==> src/rtl/adc_spi_pkg.sv <==
// Shared types for the converter serial port.
package adc_spi_pkg;
    // Kind of the current chip-select transfer, fixed by its first bit.
    typedef enum logic [1:0] {
        MODE_IDLE  = 2'd0,
        MODE_READ  = 2'd1,
        MODE_WRITE = 2'd2
    } xfer_mode_e;
endpackage

==> src/rtl/adc_spi_sync.sv <==
// Multi-bit, multi-stage synchronizer for the asynchronous serial pins.
// Assumes each bit is an independent level; no bus coherence is implied.
module adc_spi_sync #(
    parameter int           W           = 3,
    parameter int           STAGES      = 2,
    parameter logic [W-1:0] RST_VAL     = '0
) (
    input  logic         clk,
    input  logic         rst_n,
    input  logic [W-1:0] d,
    output logic [W-1:0] q
);
    logic [W-1:0] stage_q [STAGES];

    // Shift the pin values through the flop chain.
    always_ff @(posedge clk) begin
        if (!rst_n) begin
            for (int i = 0; i < STAGES; i++) stage_q[i] <= RST_VAL;
        end else begin
            stage_q[0] <= d;
            for (int i = 1; i < STAGES; i++) stage_q[i] <= stage_q[i-1];
        end
    end

    assign q = stage_q[STAGES-1];
endmodule

==> src/rtl/adc_spi_rdeng.sv <==
// Read engine: tracks the bit position inside the head FIFO entry and applies
// the cut-short rules when chip select rises. Assumes step and fin never
// arrive in the same cycle and that the FIFO head is valid one clock after a pop.
module adc_spi_rdeng #(
    parameter int BYTE_W  = 8,
    localparam int ENTRY_W = 2 * BYTE_W,
    localparam int PTR_W   = $clog2(ENTRY_W),
    localparam int CNT_W   = $clog2(BYTE_W + 1)
) (
    input  logic             clk,
    input  logic             rst_n,
    input  logic             step,       // one serial bit consumed in a read
    input  logic             fin,        // chip select released after a read
    input  logic             fifo_empty,
    output logic [PTR_W-1:0] rd_ptr,     // next bit, 0 = entry MSB
    output logic             fifo_pop
);
    localparam logic [PTR_W-1:0] PTR_HALF = PTR_W'(BYTE_W);
    localparam logic [PTR_W-1:0] PTR_LAST = PTR_W'(ENTRY_W - 1);
    localparam logic [CNT_W-1:0] SESS_END = CNT_W'(BYTE_W - 1);

    logic [PTR_W-1:0] ptr_q;
    logic [CNT_W-1:0] sess_q;     // bits taken from a resumed entry this transfer
    logic             resumed_q;  // entry's first byte was cut short earlier

    // Advance through the entry, pop on completion or on a discarding release.
    always_ff @(posedge clk) begin
        if (!rst_n) begin
            ptr_q     <= '0;
            sess_q    <= '0;
            resumed_q <= 1'b0;
            fifo_pop  <= 1'b0;
        end else begin
            fifo_pop <= 1'b0;
            if (fin) begin
                sess_q <= '0;
                if (!fifo_empty) begin
                    if (resumed_q) begin
                        if (sess_q != '0) begin
                            fifo_pop  <= 1'b1;
                            ptr_q     <= '0;
                            resumed_q <= 1'b0;
                        end
                    end else if (ptr_q >= PTR_HALF) begin
                        fifo_pop <= 1'b1;
                        ptr_q    <= '0;
                    end else if (ptr_q != '0) begin
                        resumed_q <= 1'b1;
                    end
                end
            end else if (step && !fifo_empty) begin
                if (resumed_q) begin
                    if (sess_q == SESS_END) begin
                        fifo_pop  <= 1'b1;
                        ptr_q     <= '0;
                        sess_q    <= '0;
                        resumed_q <= 1'b0;
                    end else begin
                        sess_q <= sess_q + 1'b1;
                        ptr_q  <= ptr_q + 1'b1;
                    end
                end else if (ptr_q == PTR_LAST) begin
                    fifo_pop <= 1'b1;
                    ptr_q    <= '0;
                end else begin
                    ptr_q <= ptr_q + 1'b1;
                end
            end
        end
    end

    assign rd_ptr = ptr_q;
endmodule

==> src/rtl/adc_spi_wreng.sv <==
// Write engine: collects the address and data byte of a register write and
// issues a masked write on completion or on an early chip-select release.
// Assumes ADDR_W < BYTE_W so the address fits in the command byte after the
// mode bit.
module adc_spi_wreng #(
    parameter int BYTE_W  = 8,
    parameter int ADDR_W  = 3,
    localparam int ENTRY_W = 2 * BYTE_W,
    localparam int BC_W    = $clog2(ENTRY_W + 1)
) (
    input  logic              clk,
    input  logic              rst_n,
    input  logic              start,      // chip select fell
    input  logic              step,       // one serial bit taken in a write
    input  logic              fin,        // chip select released after a write
    input  logic [BC_W-1:0]   bitcnt,     // bits taken before this one
    input  logic              din,
    output logic              reg_wr_en,
    output logic [ADDR_W-1:0] reg_wr_addr,
    output logic [BYTE_W-1:0] reg_wr_data,
    output logic [BYTE_W-1:0] reg_wr_mask
);
    localparam logic [BYTE_W-1:0] TOP_BIT = {1'b1, {(BYTE_W-1){1'b0}}};
    localparam logic [BC_W-1:0]   ADDR_LO = BC_W'(1);
    localparam logic [BC_W-1:0]   ADDR_HI = BC_W'(ADDR_W);
    localparam logic [BC_W-1:0]   DATA_LO = BC_W'(BYTE_W);
    localparam logic [BC_W-1:0]   DATA_LT = BC_W'(ENTRY_W);
    localparam logic [BC_W-1:0]   DATA_LS = BC_W'(ENTRY_W - 1);

    logic [ADDR_W-1:0] addr_q;
    logic [BYTE_W-1:0] data_q, mask_q;
    logic              in_addr, in_data;
    logic [BC_W-1:0]   didx;
    logic [BYTE_W-1:0] sel, data_nxt, mask_nxt;

    // Place the incoming data bit, MSB first, and grow the mask behind it.
    always_comb begin
        in_addr  = (bitcnt >= ADDR_LO) && (bitcnt <= ADDR_HI);
        in_data  = (bitcnt >= DATA_LO) && (bitcnt < DATA_LT);
        didx     = bitcnt - DATA_LO;
        sel      = in_data ? (TOP_BIT >> didx) : '0;
        mask_nxt = mask_q | sel;
        data_nxt = din ? (data_q | sel) : data_q;
    end

    // Collect bits and launch the full or partial register write.
    always_ff @(posedge clk) begin
        if (!rst_n) begin
            addr_q      <= '0;
            data_q      <= '0;
            mask_q      <= '0;
            reg_wr_en   <= 1'b0;
            reg_wr_addr <= '0;
            reg_wr_data <= '0;
            reg_wr_mask <= '0;
        end else begin
            reg_wr_en <= 1'b0;
            if (start) begin
                addr_q <= '0;
                data_q <= '0;
                mask_q <= '0;
            end else if (step) begin
                if (in_addr) addr_q <= ADDR_W'({addr_q, din});
                data_q <= data_nxt;
                mask_q <= mask_nxt;
                if (bitcnt == DATA_LS) begin
                    reg_wr_en   <= 1'b1;
                    reg_wr_addr <= addr_q;
                    reg_wr_data <= data_nxt;
                    reg_wr_mask <= mask_nxt;
                end
            end else if (fin && (mask_q != '0) && (mask_q != '1)) begin
                reg_wr_en   <= 1'b1;
                reg_wr_addr <= addr_q;
                reg_wr_data <= data_q;
                reg_wr_mask <= mask_q;
            end
        end
    end
endmodule

==> src/rtl/adc_spi_port.sv <==
// Converter serial port top: synchronizes the serial pins, detects their
// edges, picks the transfer kind from the first bit and routes bits to the
// read and write engines. Drives dout from the FIFO head at the read position.
// Assumes clk runs several times faster than sclk and that the host changes
// din while sclk is low and samples dout on the sclk rising edge.
module adc_spi_port
    import adc_spi_pkg::*;
#(
    parameter int BYTE_W      = 8,
    parameter int ADDR_W      = 3,
    parameter int SYNC_STAGES = 2,
    localparam int ENTRY_W    = 2 * BYTE_W,
    localparam int PTR_W      = $clog2(ENTRY_W),
    localparam int BC_W       = $clog2(ENTRY_W + 1)
) (
    input  logic               clk,
    input  logic               rst_n,
    input  logic               sclk,
    input  logic               cs_n,
    input  logic               din,
    output logic               dout,
    input  logic [ENTRY_W-1:0] fifo_rd_data,
    input  logic               fifo_empty,
    output logic               fifo_pop,
    output logic               reg_wr_en,
    output logic [ADDR_W-1:0]  reg_wr_addr,
    output logic [BYTE_W-1:0]  reg_wr_data,
    output logic [BYTE_W-1:0]  reg_wr_mask,
    input  logic               conv_busy,
    output logic               conv_abort,
    output logic               fifo_corrupt
);
    localparam logic [BC_W-1:0] BC_MAX = BC_W'(ENTRY_W);

    logic [2:0]        pins_s;
    logic              sclk_s, csn_s, din_s;
    logic              sclk_d, csn_d;
    logic              sclk_rise, cs_fall, cs_rise, active;
    logic [BC_W-1:0]   bitcnt_q;
    xfer_mode_e        mode_q;
    logic              first_bit, rd_step, wr_step, rd_fin, wr_fin;
    logic [PTR_W-1:0]  rd_ptr;
    logic [ENTRY_W-1:0] head_shift;

    adc_spi_sync #(
        .W       (3),
        .STAGES  (SYNC_STAGES),
        .RST_VAL (3'b010)
    ) u_sync (
        .clk   (clk),
        .rst_n (rst_n),
        .d     ({sclk, cs_n, din}),
        .q     (pins_s)
    );

    assign sclk_s = pins_s[2];
    assign csn_s  = pins_s[1];
    assign din_s  = pins_s[0];

    // Remember the previous synchronized levels for edge detection.
    always_ff @(posedge clk) begin
        if (!rst_n) begin
            sclk_d <= 1'b0;
            csn_d  <= 1'b1;
        end else begin
            sclk_d <= sclk_s;
            csn_d  <= csn_s;
        end
    end

    assign active    = !csn_s;
    assign sclk_rise = sclk_s && !sclk_d && active;
    assign cs_fall   = csn_d && !csn_s;
    assign cs_rise   = !csn_d && csn_s;
    assign first_bit = sclk_rise && (bitcnt_q == '0);
    assign rd_step   = sclk_rise && ((mode_q == MODE_READ)  || (first_bit && !din_s));
    assign wr_step   = sclk_rise && ((mode_q == MODE_WRITE) || (first_bit &&  din_s));
    assign rd_fin    = cs_rise && (mode_q == MODE_READ);
    assign wr_fin    = cs_rise && (mode_q == MODE_WRITE);

    // Count bits of the transfer (saturating) and latch its kind.
    always_ff @(posedge clk) begin
        if (!rst_n) begin
            bitcnt_q <= '0;
            mode_q   <= MODE_IDLE;
        end else if (cs_fall || cs_rise) begin
            bitcnt_q <= '0;
            mode_q   <= MODE_IDLE;
        end else if (sclk_rise) begin
            if (first_bit) mode_q <= din_s ? MODE_WRITE : MODE_READ;
            if (bitcnt_q != BC_MAX) bitcnt_q <= bitcnt_q + 1'b1;
        end
    end

    // Flag a conversion cut off by the host selecting the device too early.
    always_ff @(posedge clk) begin
        if (!rst_n) begin
            conv_abort   <= 1'b0;
            fifo_corrupt <= 1'b0;
        end else begin
            conv_abort <= cs_fall && conv_busy;
            if (cs_fall && conv_busy) fifo_corrupt <= 1'b1;
        end
    end

    adc_spi_rdeng #(
        .BYTE_W (BYTE_W)
    ) u_rdeng (
        .clk        (clk),
        .rst_n      (rst_n),
        .step       (rd_step),
        .fin        (rd_fin),
        .fifo_empty (fifo_empty),
        .rd_ptr     (rd_ptr),
        .fifo_pop   (fifo_pop)
    );

    adc_spi_wreng #(
        .BYTE_W (BYTE_W),
        .ADDR_W (ADDR_W)
    ) u_wreng (
        .clk         (clk),
        .rst_n       (rst_n),
        .start       (cs_fall),
        .step        (wr_step),
        .fin         (wr_fin),
        .bitcnt      (bitcnt_q),
        .din         (din_s),
        .reg_wr_en   (reg_wr_en),
        .reg_wr_addr (reg_wr_addr),
        .reg_wr_data (reg_wr_data),
        .reg_wr_mask (reg_wr_mask)
    );

    // Present the head entry's bit at the read position, zero otherwise.
    assign head_shift = fifo_rd_data << rd_ptr;
    assign dout = active && (mode_q != MODE_WRITE) && !fifo_empty
                  && head_shift[ENTRY_W-1];
endmodule

==> config.mk <==
export PLATFORM = sky130hd
export DESIGN_NAME = adc_spi_port
export DESIGN_NICKNAME = d
export VERILOG_FILES = /design/src/rtl/adc_spi_pkg.sv /design/src/rtl/adc_spi_sync.sv /design/src/rtl/adc_spi_rdeng.sv /design/src/rtl/adc_spi_wreng.sv /design/src/rtl/adc_spi_port.sv
export SDC_FILE = /design/constraint.sdc
export NUM_CORES = 1
export LEC_CHECK = 0
export BUFFER_PORTS_ARGS = -buffer_cell sky130_fd_sc_hd__buf_2
export CAP_MARGIN = 20
export CORE_ASPECT_RATIO = 0.9
export CORE_MARGIN = 2
export CORE_UTILIZATION = 46
export CTS_CLUSTER_DIAMETER = 100
export DETAILED_ROUTE_END_ITERATION = 8
export MAX_ROUTING_LAYER = met4
export PLACE_DENSITY = 0.67
export SETUP_SLACK_MARGIN = 0.3
export SLEW_MARGIN = 20
export SYNTH_ARGS = -nofsm -noshare
export SYNTH_HDL_FRONTEND = slang
export SYNTH_SLANG_ARGS = --single-unit
==> constraint.sdc <==
create_clock -name clk -period 3 [get_ports clk]
set_clock_uncertainty 0.2 [all_clocks]
set_input_delay 0.15 -clock clk [delete_from_list [all_inputs] [get_ports clk]]
set_output_delay 0.15 -clock clk [all_outputs]
set_load 0.02 [all_outputs]
# [Yosys cells after proc, flatten, opt, wreduce, memory -nomap -nowiden]
# Memories as Yosys holds them, arrays and structs flattened.
# Cells that the tools add are included.
[totals] register_bits=60 ramBits=6 input_bits=23 n_memories=1
[classes] addsub=4 n_lt_le_gt_ge=5 eq_ne=12 shifts=2 n_mux=47 n_bitwise=6 reduce_logical=44
[mem_list] name="u_sync.stage_q" words=2 word_bits=3 rd=2 rd_clocked_by_memory_dff=0 wr=2 line_no="adc_spi_sync.sv:13" source="logic [W-1:0] stage_q [STAGES];"
[ops] operator="8-bit 2-to-1 mux" n=8
[ops] operator="4-bit 2-to-1 mux" n=10
[ops] operator="1-bit 2-to-1 mux" n=23
[ops] operator="1-bit logical AND" n=20
[ops] operator="8-bit OR" n=2
[ops] operator="16-bit by 4-bit left shift with 16-bit output" n=1
[ops] operator="3-bit 2-to-1 mux" n=5
[ops] operator="2-bit AND reduction" n=5
[ops] operator="4-bit by 1-bit adder with 4-bit output (second input constant)" n=2
[ops] operator="8-bit inequality test (second input constant)" n=1
[ops] operator="4-bit nonzero test" n=2
[ops] operator="8-bit nonzero test" n=1
[ops] operator="8-bit by 5-bit right shift with 8-bit output (first input constant)" n=1
[ops] operator="2-bit inequality test (second input constant)" n=3
[ops] operator="2-bit OR reduction" n=3
[ops] operator="5-bit by 1-bit adder with 5-bit output (second input constant)" n=1
[ops] operator="5-bit by 4-bit == test with 1-bit output (second input constant)" n=1
[ops] operator="5-bit by 1-bit >= comparator with 1-bit output (second input constant)" n=1
[ops] operator="5-bit by 4-bit >= comparator with 1-bit output (second input constant)" n=1
[ops] operator="5-bit by 2-bit less-or-equal comparator with 1-bit output (second input constant)" n=1
[ops] operator="1-bit zero test" n=5
[ops] operator="5-bit zero test" n=1
[ops] operator="5-bit < comparator (second input constant)" n=1
[ops] operator="5-bit inequality test (second input constant)" n=1
[ops] operator="15 further kinds" n=20

# [Depth between registers and ports, before layout]
# Gate-level depths: netlist of the first run.
[logic_depth] depth_word=10 ltp_mapped=10 ltp_nobuf=7

# [By module]
# From an unflattened synthesis of the first run, not the netlist that was laid out.
[unflattened] hier_cells=354 area_unflattened_um2=3233.1
[modules_own_cells] mod="adc_spi_wreng" n_inst=1 cells_per_inst=197 area_per_inst_um2=1785.5 seq_area_each_um2=780.7
[modules_own_cells] mod="adc_spi_port" n_inst=1 cells_per_inst=73 area_per_inst_um2=691.9 seq_area_each_um2=220.2
[modules_own_cells] mod="adc_spi_rdeng" n_inst=1 cells_per_inst=69 area_per_inst_um2=575.6 seq_area_each_um2=200.2
[modules_own_cells] mod="adc_spi_sync" n_inst=1 cells_per_inst=15 area_per_inst_um2=180.2 seq_area_each_um2=120.1

# [Worst setup path after synthesis of the first run]
# No wires, ideal clock.
[synth_timing] path_kind="flip-flop to flip-flop" start="reg bitcnt_q[0]" end="reg u_rdeng.ptr_q[2] (netlist: u_rdeng.rd_ptr[2])" setup_time_ns=0.120 t_arrival_ns=1.979 t_required_ns=2.680 path_slack_ns=0.701 path_stages_with_launch=8 path_buffers=0 path_cell_list="dfxtp_1 inv_1 ha_1 or4b_4 nor3_1 o21bai_2 o21a_1 a211o_1"
[synth_between] elab_chain_cells=8
[synth_rtl] element="start: declaration" line_no="adc_spi_port.sv:39" source="logic [BC_W-1:0] bitcnt_q;"
[synth_rtl] element="start signal: assignment" line_no="adc_spi_port.sv:91" source="if (bitcnt_q != BC_MAX) bitcnt_q <= bitcnt_q + 1'b1;"
[synth_rtl] element="5-bit zero test" line_no="adc_spi_port.sv:75" source="assign first_bit = sclk_rise && (bitcnt_q == '0);"
[synth_rtl] element="1-bit logical AND" line_no="adc_spi_port.sv:75"
[synth_rtl] element="1-bit logical AND" line_no="adc_spi_port.sv:76" source="assign rd_step = sclk_rise && ((mode_q == MODE_READ) || (first_bit && !din_s));"
[synth_rtl] element="1-bit logical OR" line_no="adc_spi_port.sv:76"
[synth_rtl] element="1-bit logical AND" line_no="adc_spi_port.sv:76"
[synth_rtl] element="1-bit logical AND" line_no="adc_spi_rdeng.sv:51" source="end else if (step && !fifo_empty) begin"
[synth_rtl] element="2-bit nonzero test (no line)"
[synth_rtl] element="4-bit AND reduction (no line)"
[synth_rtl] element="end signal: assignment" line_no="adc_spi_rdeng.sv:60" source="ptr_q <= ptr_q + 1'b1;"
[synth_rtl] element="end signal: assignment" line_no="adc_spi_rdeng.sv:66" source="ptr_q <= ptr_q + 1'b1;"
[synth_rtl] element="end: declaration" line_no="adc_spi_rdeng.sv:22" source="logic [PTR_W-1:0] ptr_q;"
# No other way between the ends.
# A chain may end at the register's enable or synchronous reset.

# [Worst setup path in the final report of the first run]
# Same ends and word-level chain as after synthesis.

==> results of run 1 <==
[cell usage after synthesis, types with 2 or more instances]
cell type,count,area [sq um]
a31oi_1,12,75.1
nor2b_1,8,50.1
nor4b_1,4,35.0
nand2_1,27,101
nand3b_1,3,22.5
dfxtp_1,66,1320
mux2i_1,8,80.1
and2_1,8,50.1
xor2_1,2,17.5
a21o_1,2,15.0
a21boi_0,4,30.0
xnor2_1,2,17.5
buf_4,2,15.0
a22o_1,2,17.5
mux4_2,5,113
a21oi_1,15,75.1
nand3_1,7,35.0
o211a_1,13,130
buf_2,3,15.0
clkbuf_8,2,27.5
nor2_1,28,105
clkbuf_1,7,26.3
nor3b_1,2,15.0
inv_1,13,48.8
o21a_1,2,15.0
or2_2,2,12.5
and3_1,5,31.3
nand4_1,5,31.3
nand2b_1,3,18.8
ha_1,13,163
nor4_1,4,25.0
o21ai_0,9,45.0
[per-layer routing]
layer / wire length, microns / up-vias / GRT usage (%)
met5: 0 / - / -
met4: 24 / 0 / 4.93
met3: 293 / 2 / 4.93
met2: 2950 / 50 / 32.7
met1: 3020 / 1118 / 24.3
li1: - / 1215 / -
[kinds of logic after synthesis]
| logic type | synth area share (%) |
|---|---|
| AO/OA/AOI/OAI | 15.9 |
| AND/OR/NAND/NOR | 22.1 |
| adder cells (fa/ha/maj) | 5.42 |
| XOR/XNOR | 1.17 |
| multiplexers | 6.42 |
| flip-flops | 44.0 |
| buffers and inverters | 4.92 |
[critical path, stage by stage (launching register included)]
cell and delay, ns:
dfxtp_1 0.39, inv_1 0.14, ha_1 0.19, or4b_4 0.49
nor3_1 0.26, o21bai_2 0.20, o21a_1 0.24, a211o_1 0.28
[registers in the layout, indices dropped and copies added (netlist names), 4 cells and up]
name	flops
u_wreng.data_q	8
u_wreng.reg_wr_mask	8
u_sync.stage_q	6
u_rdeng.rd_ptr	4
u_wreng.mask_q	8
u_rdeng.sess_q	4
u_wreng.reg_wr_data	8
bitcnt_q	5
[layout make-up]
class / instances / share of cell area, %
tap: 87 / 3.07
multi-input combinational: 217 / 43.3
timing repair buffer: 58 / 9.89
inverter: 13 / 1.38
clock buffer: 10 / 3.89
sequential: 66 / 37.3
clock inverter: 6 / 1.17
[power groups by stage]
stage | clock (W) | sequential (W) | combinational [W]
6_report | 0.000664 | 0.000885 | 0.0000686
5_1_grt | 0.000713 | 0.000886 | 0.0000759
4_1_cts | 0.000680 | 0.000885 | 0.0000692
3_5_place_dp | 0 | 0.000905 | 0.0000622
3_3_place_gp | 0 | 0.000905 | 0.0000609
2_1_floorplan | 0 | 0.000905 | 0.0000386
[worst paths after layout]
path / from / end / slack, ns / cells after the start
max: bitcnt_q[0] / u_rdeng.rd_ptr[2] / 0.50 / 7
min: u_sync.stage_q[0][1] / u_sync.stage_q[0][4] / 0.21 / 1
max reg2reg: bitcnt_q[0] / u_rdeng.rd_ptr[2] / 0.50 / 7
min reg2reg: u_sync.stage_q[0][1] / u_sync.stage_q[0][4] / 0.21 / 1
[timing repair]
| action | 4_1_cts | 5_1_grt |
|---|---|---|
| hold endpoints to repair | 8 | 0 |
| hold buffers | 7 | 0 |
| resized for setup | 0 | 1 |
| setup endpoints to repair | 0 | 1 |
[per-stage QoR]
step,instance area [sq um],instances,power (W)
finish,3540,457,0.00162
global route,3540,457,0.00167
CTS,3540,457,0.00163
detailed placement,3290,434,0.000968
global placement,3290,434,0.000966
floorplan,3000,312,0.000943
==> summary.txt, run 1 <==
Detailed routing
  – DRC Markers: 0
  – DRT iter0 DRCs: 96
  – Post-route ant nets: 0
  – Total Routed Length: 6290 microns
  – WL per Instance: 13.8 microns
  – Initial DRT Pass Iterations: 5
  – DR vias: between 2000 and 2500
  – Via density: 5.22

Place
  – Post-place setup slack: 0.520 ns
  – Port buffer count: 46
  – Detailed-placement wirelength estimate: 4580 microns
  – GPL Wtd Cong: between 0.8 and 0.9

Floorplanning
  – IO Pins: 47
  – Die height: 80.6 microns
  – Effective utilization at floorplan: 48.3%
  – Core ar.: 0.00622 sq mm
  – Die Width: 89.2 microns
  – Row cnt: 27
  – Overall die area: 0.00719 sq mm

CTS
  – Root buf cell: clkbuf_8
  – CTS tree: built
  – Clock slew at reported path FFs: 0.08 ns
  – Num CTS Buffers: 9
  – CTS Sinks: 66
  – Max clock buf depth: 2
  – H-Tree Depth: 3
  – Post-CTS Setup Inserts: 0
  – Worst-Skew Late Latency: 0.33 ns

Setup path
  – CP max FO: 9
  – Crit Path Class: flop to flop
  – Data arrival time at the worst-slack endpoint: ~2.5 ns
  – Element type at the critical path start: flop
  – CP required: ~3.0 ns
  – Worst setup EP type: flop

Yosys
  – Post-synth top flop: dfxtp_1
  – Sequential fraction of the synthesis area: roughly 44%
  – Syn_nets: about 350
  – Netlist cell types: 56
  – Syn Inst Count: 312
  – Asr flop ratio synth: 0%
  – EDFF count, synth: 0
  – Synthesized area: between 0.003 and 0.004 sq mm
  – Yosys warns: 0
  – Avg Synthesized Cell Area: 9.62 sq um
  – Synth Register Bits: 66

GRT
  – Vias in the first global route: 2420
  – Largest net degree at the start of global routing: 34
  – Overall Global Routing Usage: 19.8%
  – First-pass GRT wire length: 10900 microns
  – Initial antenna violation count: 0
  – Gr ovfl total: 0

STA
  – Period utilization: between 80% and 90%
  – RSZ-0062 raised after global routing: no
  – Worst slew pin tran: 0.568 ns
  – Tmin final: 2.50 ns
  – Setup Viol. Count Final: 0
  – Relative slew slack: 62.1%
  – F_max: 400 MHz
  – Pins Over Slew Limit: 0
  – Fin worst setup slack: 0.502 ns
  – Hold_ws: between 0.2 and 0.25 ns
  – Post-Route Setup TNS: 0 ns
  – Final hold viol count: 0

Power
  – Leak pwr: 1.58 nW
  – NetSw: 0.000381 W
  – Switching part of the total power: 23.6%
  – Cell Int Power: 0.00124 W
  – Peak supply drop: roughly 0.00033 V
  – Power Density: between 400 and 500 mW/mm^2
  – Clk pwr share: 41.1%
  – Seq pwr share: 54.7%
  – Combinational group share of total power: 4.2%

Final layout
  – Multi-input logic area: ~0.0015 sq mm
  – Antenna cells: 0
  – Nets: 401
  – Most frequent cells in the layout: dfxtp_1 (65), buf_2 (46), nor2_1 (28)
  – Final Util: about 57%
  – Synth-to-layout area growth: 18.0%
  – Commonest non-fill, non-tap cell in the layout: dfxtp_1
  – Fillers: 604
  – Layout cells sized above 1: 22.7%
  – Register Area: 0.00132 sq mm

Run
  – Max-cap violation count: 0

Run status
  – Status: finished clean

Hold path
  – Hold Crit Class: flop to flop
Power figures use the tool's default switching activity.
==> inputs of run 2 (changes only) <==
--- a/config.mk
+++ b/config.mk
@@ -13,7 +13,7 @@
 export CTS_CLUSTER_DIAMETER = 100
 export DETAILED_ROUTE_END_ITERATION = 8
 export MAX_ROUTING_LAYER = met4
-export PLACE_DENSITY = 0.67
+export PLACE_DENSITY = 0.69
 export SETUP_SLACK_MARGIN = 0.3
 export SLEW_MARGIN = 20
 export SYNTH_ARGS = -nofsm -noshare
==> constraint.sdc (replaced) <==
create_clock -name clk -period 2.2 [get_ports clk]
set_clock_uncertainty 0.2 [all_clocks]
set_input_delay 0.11 -clock clk [delete_from_list [all_inputs] [get_ports clk]]
set_output_delay 0.11 -clock clk [all_outputs]
set_load 0.02 [all_outputs]
==> run 2 against run 1 <==
Net effect: the flow now finishes with violations (setup timing); final cell count is 12% higher; cell area is 29% higher; combinational power is 94% higher; utilization is 17 points higher; critical path depth is 3 lower; sequential share of layout area is 7.9 points lower; largest cell class unchanged; register-to-register slack worse by 0.53 ns; non-clock buffer count is 56 higher; highest routed layer unchanged; first-iteration DRC count is 41% higher.
==> summary.txt, run 2 (synthesis gave the netlist of run 1 again) <==
Run status
  – Status: finished, violations left
  – Failing checks: setup timing

CTS
  – H-Tree Depth: 3
  – CTS Sinks: 66
  – CTS tree: built
  – Root buf cell: clkbuf_8
  – Worst-Skew Late Latency: between 0.3 and 0.4 ns
  – Max clock buf depth: 2
  – Clock slew at reported path FFs: 0.07 ns
  – Num CTS Buffers: 9

Place
  – Port buffer count: 46
  – GPL Wtd Cong: 0.964
  – Placement Cell Area: 0.00351 sq mm
  – Detailed-placement wirelength estimate: 4850 microns
  – Post-placement cell count: 453

Setup path
  – Element type at the critical path start: flop
  – Critical Path Slowest Stage Cell: mux4_2
  – Worst setup EP type: primary output
  – Delay-heaviest family, CP: multiplexers
  – CP max stage delay: 0.51 ns
  – CP max FO: 5
  – R2r setup slk: -0.03 ns
  – CP dominant cell by count: mux4_2
  – Crit Reg-Reg Startpoint: bitcnt_q[1]
  – CP required: 1.89 ns
  – Worst-path cell chain: mux4_2 -> mux4_2 -> nor4b_4 -> buf_4
  – Data arrival time at the worst-slack endpoint: just over 2 ns
  – Reg2Reg Depth: 7
  – Crit Path Class: flop to primary output
  – R2R Path End: u_rdeng.sess_q[3]
  – WP buf/inv: 1
  – Crit path depth: 4

Floorplanning
  – Overall die area: 0.00719 sq mm
  – IO Pins: 47
  – Core ar.: 0.00622 sq mm
  – Die Width: 89.2 microns
  – Effective utilization at floorplan: 48.3%
  – Row cnt: 27
  – Die height: ~81 microns

GRT
  – Vias in the first global route: 2652
  – Busiest grt layer: met2
  – GRT met3 Usage: 6.99%
  – First-pass GRT wire length: 12500 microns
  – Gr ovfl total: 0
  – Largest net degree at the start of global routing: 24
  – Initial antenna violation count: 0
  – Overall Global Routing Usage: 23.8%
  – Met2 GRT Util: 39.3%
  – M1 GR Usage: 27.7%

Power
  – Clk pwr share: 45.0%
  – Leak pwr: a little under 2 nW
  – Cell Int Power: 0.00190 W
  – NetSw: 0.000524 W
  – Combinational group share of total power: 5.5%
  – Power Density: about 530 mW/mm^2
  – Switching part of the total power: 21.6%
  – Peak supply drop: 0.000412 V
  – Seq pwr share: 49.6%
  – Power Total: roughly 0.0024 W

Final layout
  – Final Cell Area: 0.00457 sq mm
  – Synth-to-layout area growth: 52.3%
  – Fin cells: 513
  – Most frequent cells in the layout: dfxtp_1 (58), buf_2 (45), buf_4 (30)
  – Antenna cells: 0
  – Nets: 457
  – Layout cells sized above 1: 46.7%
  – Commonest non-fill, non-tap cell in the layout: dfxtp_1

STA
  – F_max: around 430 MHz
  – Worst slew pin tran: about 0.55 ns
  – Relative slew slack: 63.0%
  – Pins Over Slew Limit: 0
  – Period utilization: 107%
  – Setup Viol. Count Final: 3
  – Post-Route Setup TNS: -0.194 ns
  – Hold_ws: 0.106 ns
  – RSZ-0062 raised after global routing: yes
  – Final hold viol count: 0
  – Tmin final: 2.35 ns
  – Fin worst setup slack: -0.150 ns

Detailed routing
  – WL per Instance: 17.6 microns
  – Post-route ant nets: 0
  – Via density: 5.49
  – DRC Markers: 0
  – Total Routed Length: 9000 microns
  – Initial DRT Pass Iterations: 4
  – DRT iter0 DRCs: 135
  – DR vias: around 2800

Hold path
  – WHS Endpoint: u_rdeng.resumed_q
  – Hold Path Stages: 4
  – Worst Hold Launch: fifo_empty
  – Hold Crit Class: primary input to flop

Run
  – Max-cap violation count: 0
## run 2: power groups by stage
stage,registers (W),logic [W],clock network (W)
2_1_floorplan,0.00123,0.0000556,0
3_3_place_gp,0.00123,0.0000922,0
3_5_place_dp,0.00123,0.0000952,0
4_1_cts,0.00120,0.000116,0.00110
5_1_grt,0.00120,0.000143,0.00115
6_report,0.00120,0.000133,0.00109
## run 2: worst max-delay path by stage
stage / startpoint / to / slack [ns]
3_5_place_dp: bitcnt_q[1] / u_rdeng.sess_q[3] / 0.02
3_3_place_gp: bitcnt_q[1] / u_rdeng.rd_ptr[2] / 0.06
4_1_cts: u_rdeng.rd_ptr[0] / dout / -0.18
5_1_grt: u_rdeng.rd_ptr[0] / dout / -0.22
2_1_floorplan: bitcnt_q[1] / u_rdeng.rd_ptr[2] / 0.07
6_report: u_rdeng.rd_ptr[0] / dout / -0.15
## run 2: final cells by class
cell class              instances  area [sq um]
clock buffers                  13           139
clock inverters                 3          65.1
fillers                       454          1640
inverters                      13          56.3
multi-input cells             217          1940
flip-flops and latches         66          1340
well taps                      87           109
repair buffers                114           922
## run 2: timing repair
action	4_1_cts	5_1_grt
endpoints found under the setup margin	35	52
gates cloned	4	0
setup buffers	16	17
hold buffers	7	0
pin swaps	16	21
endpoints found under the hold margin	8	0
resized for setup	55	67
## run 2: worst register-to-register path: stages, from the launching register on
cell	delay [ns]
dfxtp_4	0.37
inv_4	0.07
ha_4	0.13
or4b_4	0.50
o21ai_4	0.22
nand3_4	0.11
or4_4	0.44
a21oi_2	0.13
## run 2: per-layer routing
metal | up-vias | part of all wire, %
met3 | 23 | 5.2
met5 | - | 0
met4 | 0 | 2.9
met1 | 1367 | 41
met2 | 95 | 51
li1 | 1332 | -
## run 2: through the flow
step                worst slack (ns)  util (%)
finish                        -0.150      73.6
floorplan                     0.0714         -
CTS                           -0.181      66.7
global route                  -0.220      73.6
global placement              0.0623      56.4
detailed placement            0.0152      56.4
